[config.mk]
export PLATFORM = sky130hd
export DESIGN_NAME = synth_ctrl_rx
export DESIGN_NICKNAME = d
export VERILOG_FILES = /design/src/rtl/ctrl_rx_pkg.sv /design/src/rtl/ctrl_rx_sync.sv /design/src/rtl/ctrl_rx_shifter.sv /design/src/rtl/ctrl_rx_decode.sv /design/src/rtl/ctrl_rx_latch_timer.sv /design/src/rtl/synth_ctrl_rx.sv
export SDC_FILE = /design/constraint.sdc
export NUM_CORES = 1
export LEC_CHECK = 0
export ABC_CLOCK_PERIOD_IN_PS = 2100
export BUFFER_PORTS_ARGS = -buffer_cell sky130_fd_sc_hd__buf_2
export CORE_MARGIN = 2
export CORE_UTILIZATION = 50
export CTS_CLUSTER_SIZE = 20
export DETAILED_ROUTE_END_ITERATION = 12
export PLACE_DENSITY = 0.76
export SYNTH_ARGS = -nofsm -noshare
export SYNTH_HDL_FRONTEND = slang
export SYNTH_SLANG_ARGS = --single-unit
export TNS_END_PERCENT = 5
[constraint.sdc]
create_clock -name clk -period 2.1 [get_ports clk]
set_input_delay 0.105 -clock clk [delete_from_list [all_inputs] [get_ports clk]]
set_output_delay 0.105 -clock clk [all_outputs]
set_load 0.1 [all_outputs]
[src/rtl/ctrl_rx_pkg.sv]
package ctrl_rx_pkg;
   localparam int ID_W = 4;
   localparam logic [ID_W-1:0] ID_A     = 4'b0000;
   localparam logic [ID_W-1:0] ID_B     = 4'b0001;
   localparam logic [ID_W-1:0] ID_C     = 4'b1001;
   localparam logic [ID_W-1:0] ID_D     = 4'b0101;
   localparam logic [ID_W-1:0] ID_FILL  = 4'b1111;

   typedef enum logic [2:0] {
      TGT_NONE,
      TGT_A_STD,
      TGT_A_LONG,
      TGT_B,
      TGT_C,
      TGT_D
   } tgt_e;
endpackage

[src/rtl/ctrl_rx_sync.sv]
module ctrl_rx_sync #(
   parameter int STAGES = 2
) (
   input  logic clk,
   input  logic rst_n,
   input  logic sclk_i,
   input  logic sdat_i,
   input  logic lat_i,
   output logic bit_stb,
   output logic bit_val,
   output logic lat_s,
   output logic lat_d,
   output logic lat_rise,
   output logic lat_fall
);
   logic [2:0] last_q;
   logic       sclk_p;

   generate
      if (STAGES < 1) begin : g_bad_stages
         $error("ctrl_rx_sync: STAGES must be at least 1");
      end
      for (genvar g = 0; g < STAGES; g++) begin : g_stage
         logic [2:0] q;
         if (g == 0) begin : g_first
            always_ff @(posedge clk or negedge rst_n) begin
               if (!rst_n) q <= '0;
               else        q <= {sclk_i, sdat_i, lat_i};
            end
         end else begin : g_next
            always_ff @(posedge clk or negedge rst_n) begin
               if (!rst_n) q <= '0;
               else        q <= g_stage[g-1].q;
            end
         end
      end
   endgenerate

   assign last_q = g_stage[STAGES-1].q;

   always_ff @(posedge clk or negedge rst_n) begin
      if (!rst_n) begin
         sclk_p <= 1'b0;
         lat_d  <= 1'b0;
      end else begin
         sclk_p <= last_q[2];
         lat_d  <= last_q[0];
      end
   end

   assign bit_stb  = last_q[2] & ~sclk_p;
   assign bit_val  = last_q[1];
   assign lat_s    = last_q[0];
   assign lat_rise = last_q[0] & ~lat_d;
   assign lat_fall = ~last_q[0] & lat_d;
endmodule

[src/rtl/ctrl_rx_shifter.sv]
module ctrl_rx_shifter #(
   parameter int SH_W    = 32,
   parameter int MAX_CNT = 33,
   parameter int CNT_W   = 6
) (
   input  logic             clk,
   input  logic             rst_n,
   input  logic             bit_stb,
   input  logic             bit_val,
   input  logic             restart,
   output logic [SH_W-1:0]  shreg,
   output logic [CNT_W-1:0] bcnt
);
   localparam logic [CNT_W-1:0] CNT_TOP = CNT_W'(MAX_CNT);

   generate
      if ((1 << CNT_W) <= MAX_CNT) begin : g_bad_cnt
         $error("ctrl_rx_shifter: CNT_W too narrow for MAX_CNT");
      end
   endgenerate

   always_ff @(posedge clk or negedge rst_n) begin
      if (!rst_n) begin
         shreg <= '0;
      end else if (bit_stb) begin
         shreg <= {shreg[SH_W-2:0], bit_val};
      end
   end

   always_ff @(posedge clk or negedge rst_n) begin
      if (!rst_n) begin
         bcnt <= '0;
      end else if (restart) begin
         bcnt <= bit_stb ? CNT_W'(1) : '0;
      end else if (bit_stb && bcnt != CNT_TOP) begin
         bcnt <= bcnt + CNT_W'(1);
      end
   end
endmodule

[src/rtl/ctrl_rx_decode.sv]
module ctrl_rx_decode
   import ctrl_rx_pkg::*;
#(
   parameter int STD_BITS  = 24,
   parameter int LONG_BITS = 32,
   parameter bit LONG_A_EN = 1'b1,
   parameter int CNT_W     = 6
) (
   input  logic [ID_W-1:0]  id_bits,
   input  logic [CNT_W-1:0] bcnt,
   output tgt_e             tgt
);
   localparam logic [CNT_W-1:0] N_STD  = CNT_W'(STD_BITS);
   localparam logic [CNT_W-1:0] N_LONG = CNT_W'(LONG_BITS);

   logic long_ok;

   generate
      if (LONG_A_EN) begin : g_long_on
         assign long_ok = (bcnt == N_LONG) && (id_bits == ID_A);
      end else begin : g_long_off
         assign long_ok = 1'b0;
      end
   endgenerate

   always_comb begin
      tgt = TGT_NONE;
      if (long_ok) begin
         tgt = TGT_A_LONG;
      end else if (bcnt == N_STD) begin
         unique case (id_bits)
            ID_A:    tgt = TGT_A_STD;
            ID_B:    tgt = TGT_B;
            ID_C:    tgt = TGT_C;
            ID_D:    tgt = TGT_D;
            default: tgt = TGT_NONE;
         endcase
      end
   end
endmodule

[src/rtl/ctrl_rx_latch_timer.sv]
module ctrl_rx_latch_timer #(
   parameter int WIDTH_W = 8
) (
   input  logic               clk,
   input  logic               rst_n,
   input  logic               lat_s,
   input  logic               lat_rise,
   input  logic               lat_fall,
   input  logic               a_loaded,
   output logic               speedup,
   output logic [WIDTH_W-1:0] width
);
   localparam logic [WIDTH_W-1:0] W_MAX = '1;

   always_ff @(posedge clk or negedge rst_n) begin
      if (!rst_n) begin
         speedup <= 1'b0;
      end else if (lat_rise) begin
         speedup <= a_loaded;
      end else if (lat_fall) begin
         speedup <= 1'b0;
      end
   end

   always_ff @(posedge clk or negedge rst_n) begin
      if (!rst_n) begin
         width <= '0;
      end else if (lat_rise) begin
         width <= WIDTH_W'(1);
      end else if (lat_s && width != W_MAX) begin
         width <= width + WIDTH_W'(1);
      end
   end
endmodule

[src/rtl/synth_ctrl_rx.sv]
module synth_ctrl_rx
   import ctrl_rx_pkg::*;
#(
   parameter int STD_BITS    = 24,
   parameter int LONG_BITS   = 32,
   parameter bit LONG_A_EN   = 1'b1,
   parameter int SYNC_STAGES = 2,
   parameter int WIDTH_W     = 8,
   localparam int STD_PAY    = STD_BITS - ID_W,
   localparam int A_W        = LONG_A_EN ? (LONG_BITS - ID_W) : STD_PAY
) (
   input  logic               clk,
   input  logic               rst_n,
   input  logic               ser_clk,
   input  logic               ser_data,
   input  logic               ser_latch,
   output logic [A_W-1:0]     word_a,
   output logic [STD_PAY-1:0] word_b,
   output logic [STD_PAY-1:0] word_c,
   output logic [STD_PAY-1:0] word_d,
   output logic               speedup,
   output logic [WIDTH_W-1:0] latch_width
);
   localparam int SH_W    = LONG_A_EN ? LONG_BITS : STD_BITS;
   localparam int MAX_CNT = LONG_BITS + 1;
   localparam int CNT_W   = $clog2(MAX_CNT + 1);

   generate
      if (STD_BITS <= ID_W) begin : g_bad_std
         $error("synth_ctrl_rx: STD_BITS must exceed the identifier width");
      end
      if (LONG_BITS <= STD_BITS) begin : g_bad_long
         $error("synth_ctrl_rx: LONG_BITS must exceed STD_BITS");
      end
      if (WIDTH_W < 2) begin : g_bad_width
         $error("synth_ctrl_rx: WIDTH_W must be at least 2");
      end
   endgenerate

   logic             bit_stb, bit_val;
   logic             lat_s, lat_d, lat_rise, lat_fall;
   logic [SH_W-1:0]  shreg;
   logic [CNT_W-1:0] bcnt;
   tgt_e             tgt;
   logic             a_loaded;

   ctrl_rx_sync #(.STAGES(SYNC_STAGES)) u_sync (
      .clk      (clk),
      .rst_n    (rst_n),
      .sclk_i   (ser_clk),
      .sdat_i   (ser_data),
      .lat_i    (ser_latch),
      .bit_stb  (bit_stb),
      .bit_val  (bit_val),
      .lat_s    (lat_s),
      .lat_d    (lat_d),
      .lat_rise (lat_rise),
      .lat_fall (lat_fall)
   );

   ctrl_rx_shifter #(.SH_W(SH_W), .MAX_CNT(MAX_CNT), .CNT_W(CNT_W)) u_shift (
      .clk     (clk),
      .rst_n   (rst_n),
      .bit_stb (bit_stb),
      .bit_val (bit_val),
      .restart (lat_rise | lat_fall),
      .shreg   (shreg),
      .bcnt    (bcnt)
   );

   ctrl_rx_decode #(
      .STD_BITS  (STD_BITS),
      .LONG_BITS (LONG_BITS),
      .LONG_A_EN (LONG_A_EN),
      .CNT_W     (CNT_W)
   ) u_dec (
      .id_bits (shreg[ID_W-1:0]),
      .bcnt    (bcnt),
      .tgt     (tgt)
   );

   assign a_loaded = lat_rise && (tgt == TGT_A_STD || tgt == TGT_A_LONG);

   // register bank: written only on a strobe rise
   always_ff @(posedge clk or negedge rst_n) begin
      if (!rst_n) begin
         word_b <= '0;
         word_c <= '0;
         word_d <= '0;
      end else if (lat_rise) begin
         if (tgt == TGT_B) word_b <= shreg[STD_BITS-1:ID_W];
         if (tgt == TGT_C) word_c <= shreg[STD_BITS-1:ID_W];
         if (tgt == TGT_D) word_d <= shreg[STD_BITS-1:ID_W];
      end
   end

   generate
      if (LONG_A_EN) begin : g_a_long
         always_ff @(posedge clk or negedge rst_n) begin
            if (!rst_n) begin
               word_a <= '0;
            end else if (lat_rise) begin
               if (tgt == TGT_A_LONG)
                  word_a <= shreg[LONG_BITS-1:ID_W];
               else if (tgt == TGT_A_STD)
                  word_a[STD_PAY-1:0] <= shreg[STD_BITS-1:ID_W];
            end
         end
      end else begin : g_a_short
         always_ff @(posedge clk or negedge rst_n) begin
            if (!rst_n) begin
               word_a <= '0;
            end else if (lat_rise && tgt == TGT_A_STD) begin
               word_a <= shreg[STD_BITS-1:ID_W];
            end
         end
      end
   endgenerate

   ctrl_rx_latch_timer #(.WIDTH_W(WIDTH_W)) u_timer (
      .clk      (clk),
      .rst_n    (rst_n),
      .lat_s    (lat_s),
      .lat_rise (lat_rise),
      .lat_fall (lat_fall),
      .a_loaded (a_loaded),
      .speedup  (speedup),
      .width    (latch_width)
   );
endmodule

==> flow_metrics.py <==
metrics = {
    "synth": {
        "avgSynthCellArea_um2": 13.1,
        "synth_ff_type": "dfrtp_1",
        "netlist_area_um2": 5640,
        "synthTopCellsByArea": "dfrtp_1 (63%), mux2_2 (14%), nand2_1 (6.9%)",
        "synth-edff-count": 0,
        "synth_nets": 439,
        "synth.top_cell.area_share_pct": 63.4,
        "ys_types": 34,
        "netlist_instances": 429,
        "ys_warn_count": 0,
        "synth.largest_area_cell": "dfrtp_1",
        "async_flop_share_pct": 100,
        "ys_ff_latch": 143,
        "synth-seq-area-share_pct": 63.4,
    },
    "floorplanning": {
        "ioPinCount": 102,
        "core_um2": 10900,
        "dieArea_um2": 12100,
        "rows": 38,
        "initial_core_util_pct": 51.6,
        "dieWidth_um": 110,
        "die_h_um": 110,
    },
    "job": {
        "drv_cap": 0,
    },
    "timing": {
        "fmax_mhz": 459,
        "maxSlewHeadroom_pct": 56.8,
        "setup_violations": 38,
        "tightest_slew_ps": 648,
        "skew_ps": 5.60,
        "maxSlewViolCount": 0,
        "whs_ps": 281,
        "hold_viol": 0,
        "period_share_pct": 104,
        "finalWorstPathRequiredPeriod_ps": 2180,
        "rsz0062_at_grt": "yes",
        "timing.final.ws_setup_ps": -76.8,
    },
    "drt": {
        "ant_nets": 0,
        "drt-pass1-iter-count": 4,
        "vias": 3701,
        "drc": 0,
        "routed_wl_um": 11800,
        "wl_per_cell_um": 16.6,
        "drtIter0Drc": 236,
        "viasPerCell": 5.19,
    },
    "cts": {
        "htreeDepth": 4,
        "cts-root-buf": "clkbuf_16",
        "path_clk_slew_ps": 60,
        "cts_tree": "built",
        "cts-buffers-inserted": 17,
        "clockBufferDepth": 2,
        "clkSinkCount": 143,
        "clk_latency_ps": 410,
    },
    "critical_path": {
        "cp.arrival_ps": 2470,
        "end_kind": "register",
        "crit_slowest_cell": "dfrtp_1",
        "cp.required_ps": 2390,
        "critical_path_buf_inv_count": 2,
        "path_class": "reg2reg",
        "startpoint": "u_shift.bcnt[0]$_DFFE_PN0P_",
        "critPathLaunchType": "register",
        "crit_family": "simple AND/OR/NAND/NOR gates",
        "crit_fanout": 10,
        "max_stage_delay_ps": 360,
        "path_cells": "inv_2, ha_4, and4b_2, and3_4, a221oi_4, and2b_2, buf_4, mux2_2",
        "r2r-start": "u_shift.bcnt[0]$_DFFE_PN0P_",
    },
    "grt": {
        "grt_start_max_net_pins": 73,
        "grt_pass1_vias": 3707,
        "grt_pass1_wl_um": 19000,
        "antenna_found_initial": 0,
        "grt_use_total_pct": 21.0,
        "overflow": 0,
    },
    "cells_and_area": {
        "drive_above_1_share_pct": 44.9,
        "layout.nets": 573,
        "n_antenna_cell": 0,
        "final_util_pct": 65.7,
        "area_delta_synth_final_pct": 27.4,
    },
    "placed_design": {
        "gp_congestion": 0.781,
        "dp_hpwl_um": 7740,
        "numPortBuffers": 101,
    },
    "run_status": {
        "violations": "negative setup slack",
        "status": "finished with violations",
    },
    "pwr": {
        "p_per_area_nw_per_um2": 847,
        "cellLeakagePower_nw": 4.02,
        "ir_drop_v": 0.000476,
    },
    "min_path": {
        "hold_path.class": "in2async",
    },
}
## metrics by stage
stage	instance area [um^2]	cells	worst slack, ps	power (mW)	TNS (ps)
detailed placement	6470	673	-56.5	3.51	-952
finish	7190	713	-76.8	6.09	-1500
CTS	7110	711	-44.8	6.14	-709
global placement	6470	673	8.58	3.48	0
floorplan	5640	429	14.3	3.33	0
global route	7190	713	-163	6.35	-5600
## worst paths after layout
path	cells after the start	endpoint	slack (ps)
max	8	word_b[6]$_DFFE_PN0P_	-80
min	2	word_a[0]$_DFFE_PN0P_	280
max reg2reg	8	word_b[6]$_DFFE_PN0P_	-80
min reg2reg	0	u_sync.g_stage[1].q[0]$_DFF_PN0_	340
max in group asynchronous	3	word_c[7]$_DFFE_PN0P_	1130
min in group clk	2	u_sync.g_stage[0].q[2]$_DFF_PN0_	330
## where the power goes
part / leakage, nW / internal (mW) / switching [mW]
logic: 1.80 / 0.127 / 0.360
clock network: 0.253 / 1.57 / 1.04
registers: 1.96 / 2.85 / 0.140
total: 4.02 / 4.55 / 1.54
## cells in the final DEF (no fill, tap or decap), drive strengths merged, types with 6 or more instances in the layout
cell | synthesis | layout
o21ai | 6 | 6
buf | 9 | 129
nor2 | 9 | 9
nand4 | 6 | 6
mux2 | 88 | 88
clkbuf | 10 | 23
nand2 | 104 | 104
a21oi | 7 | 7
dfrtp | 143 | 143
## final cells by class
type                       count  area [um^2]
inverter                       5         18.8
clock buffer                  22          474
clock inverter                 7         40.0
tap                          140          175
sequential                   143         3580
fill                         819         3750
multi-input combinational    262         2030
timing repair buffer         134          870
## per-layer routing
layer / vias to the layer above / global-route usage [%] / part of all wire, % / wire length, um
met5: - / 0 / 0 / 0
met4: 0 / 8.21 / 1.6 / 192
met3: 16 / 6.00 / 4.8 / 569
met2: 98 / 33.0 / 50 / 5940
met1: 1877 / 27.7 / 43 / 5110
li1: 1710 / - / - / -
## worst reg2reg max path, cell delays in order, from the launching register on
cell      delay, ps
dfrtp_1         360
inv_2            60
ha_4            150
and4b_2         250
and3_4          190
a221oi_4        280
and2b_2         210
buf_4           220
mux2_2          360
## state kept, by name, indices dropped and copies added, names as in the netlist, 6 cells and up
name	flops
u_shift.bcnt	6
u_shift.shreg	32
u_sync.g_stage.q	6
u_timer.width	8
word_a	28
word_b	20
word_c	20
word_d	20
## cells in the mapped netlist (all sizes together), types with 3 or more instances
| cell type | instances |
|---|---|
| buf | 9 |
| xnor2 | 5 |
| nand4 | 6 |
| and3 | 4 |
| nand3 | 3 |
| ha | 5 |
| a21oi | 7 |
| nand2 | 104 |
| mux2 | 88 |
| inv | 5 |
| o21ai | 6 |
| xor2 | 4 |
| dfrtp | 143 |
| nor2b | 4 |
| and2 | 3 |
| nor2 | 9 |
| clkbuf | 10 |
## cell families (layout without fill, tap and decap cells)
family	Yosys count	count (layout)	share of synthesized area (%)
fa+ha+maj	5	5	1.11
compound gates	18	18	2.06
flops	143	143	63.4
mux	88	88	18.8
simple gates	142	142	11.1
xor+xnor	9	9	1.40
buf+inv	24	168	2.09
## repair_timing
item | 4_1_cts | 5_1_grt
pin swaps | 1 | 5
gates resized for setup | 10 | 14
setup endpoints to repair | 27 | 68
setup buffers | 4 | 2
gates cloned | 1 | 1
hold buffers | 4 | 0
hold endpoints to repair | 72 | 0
Note: power is estimated with default switching activity, not from simulation.
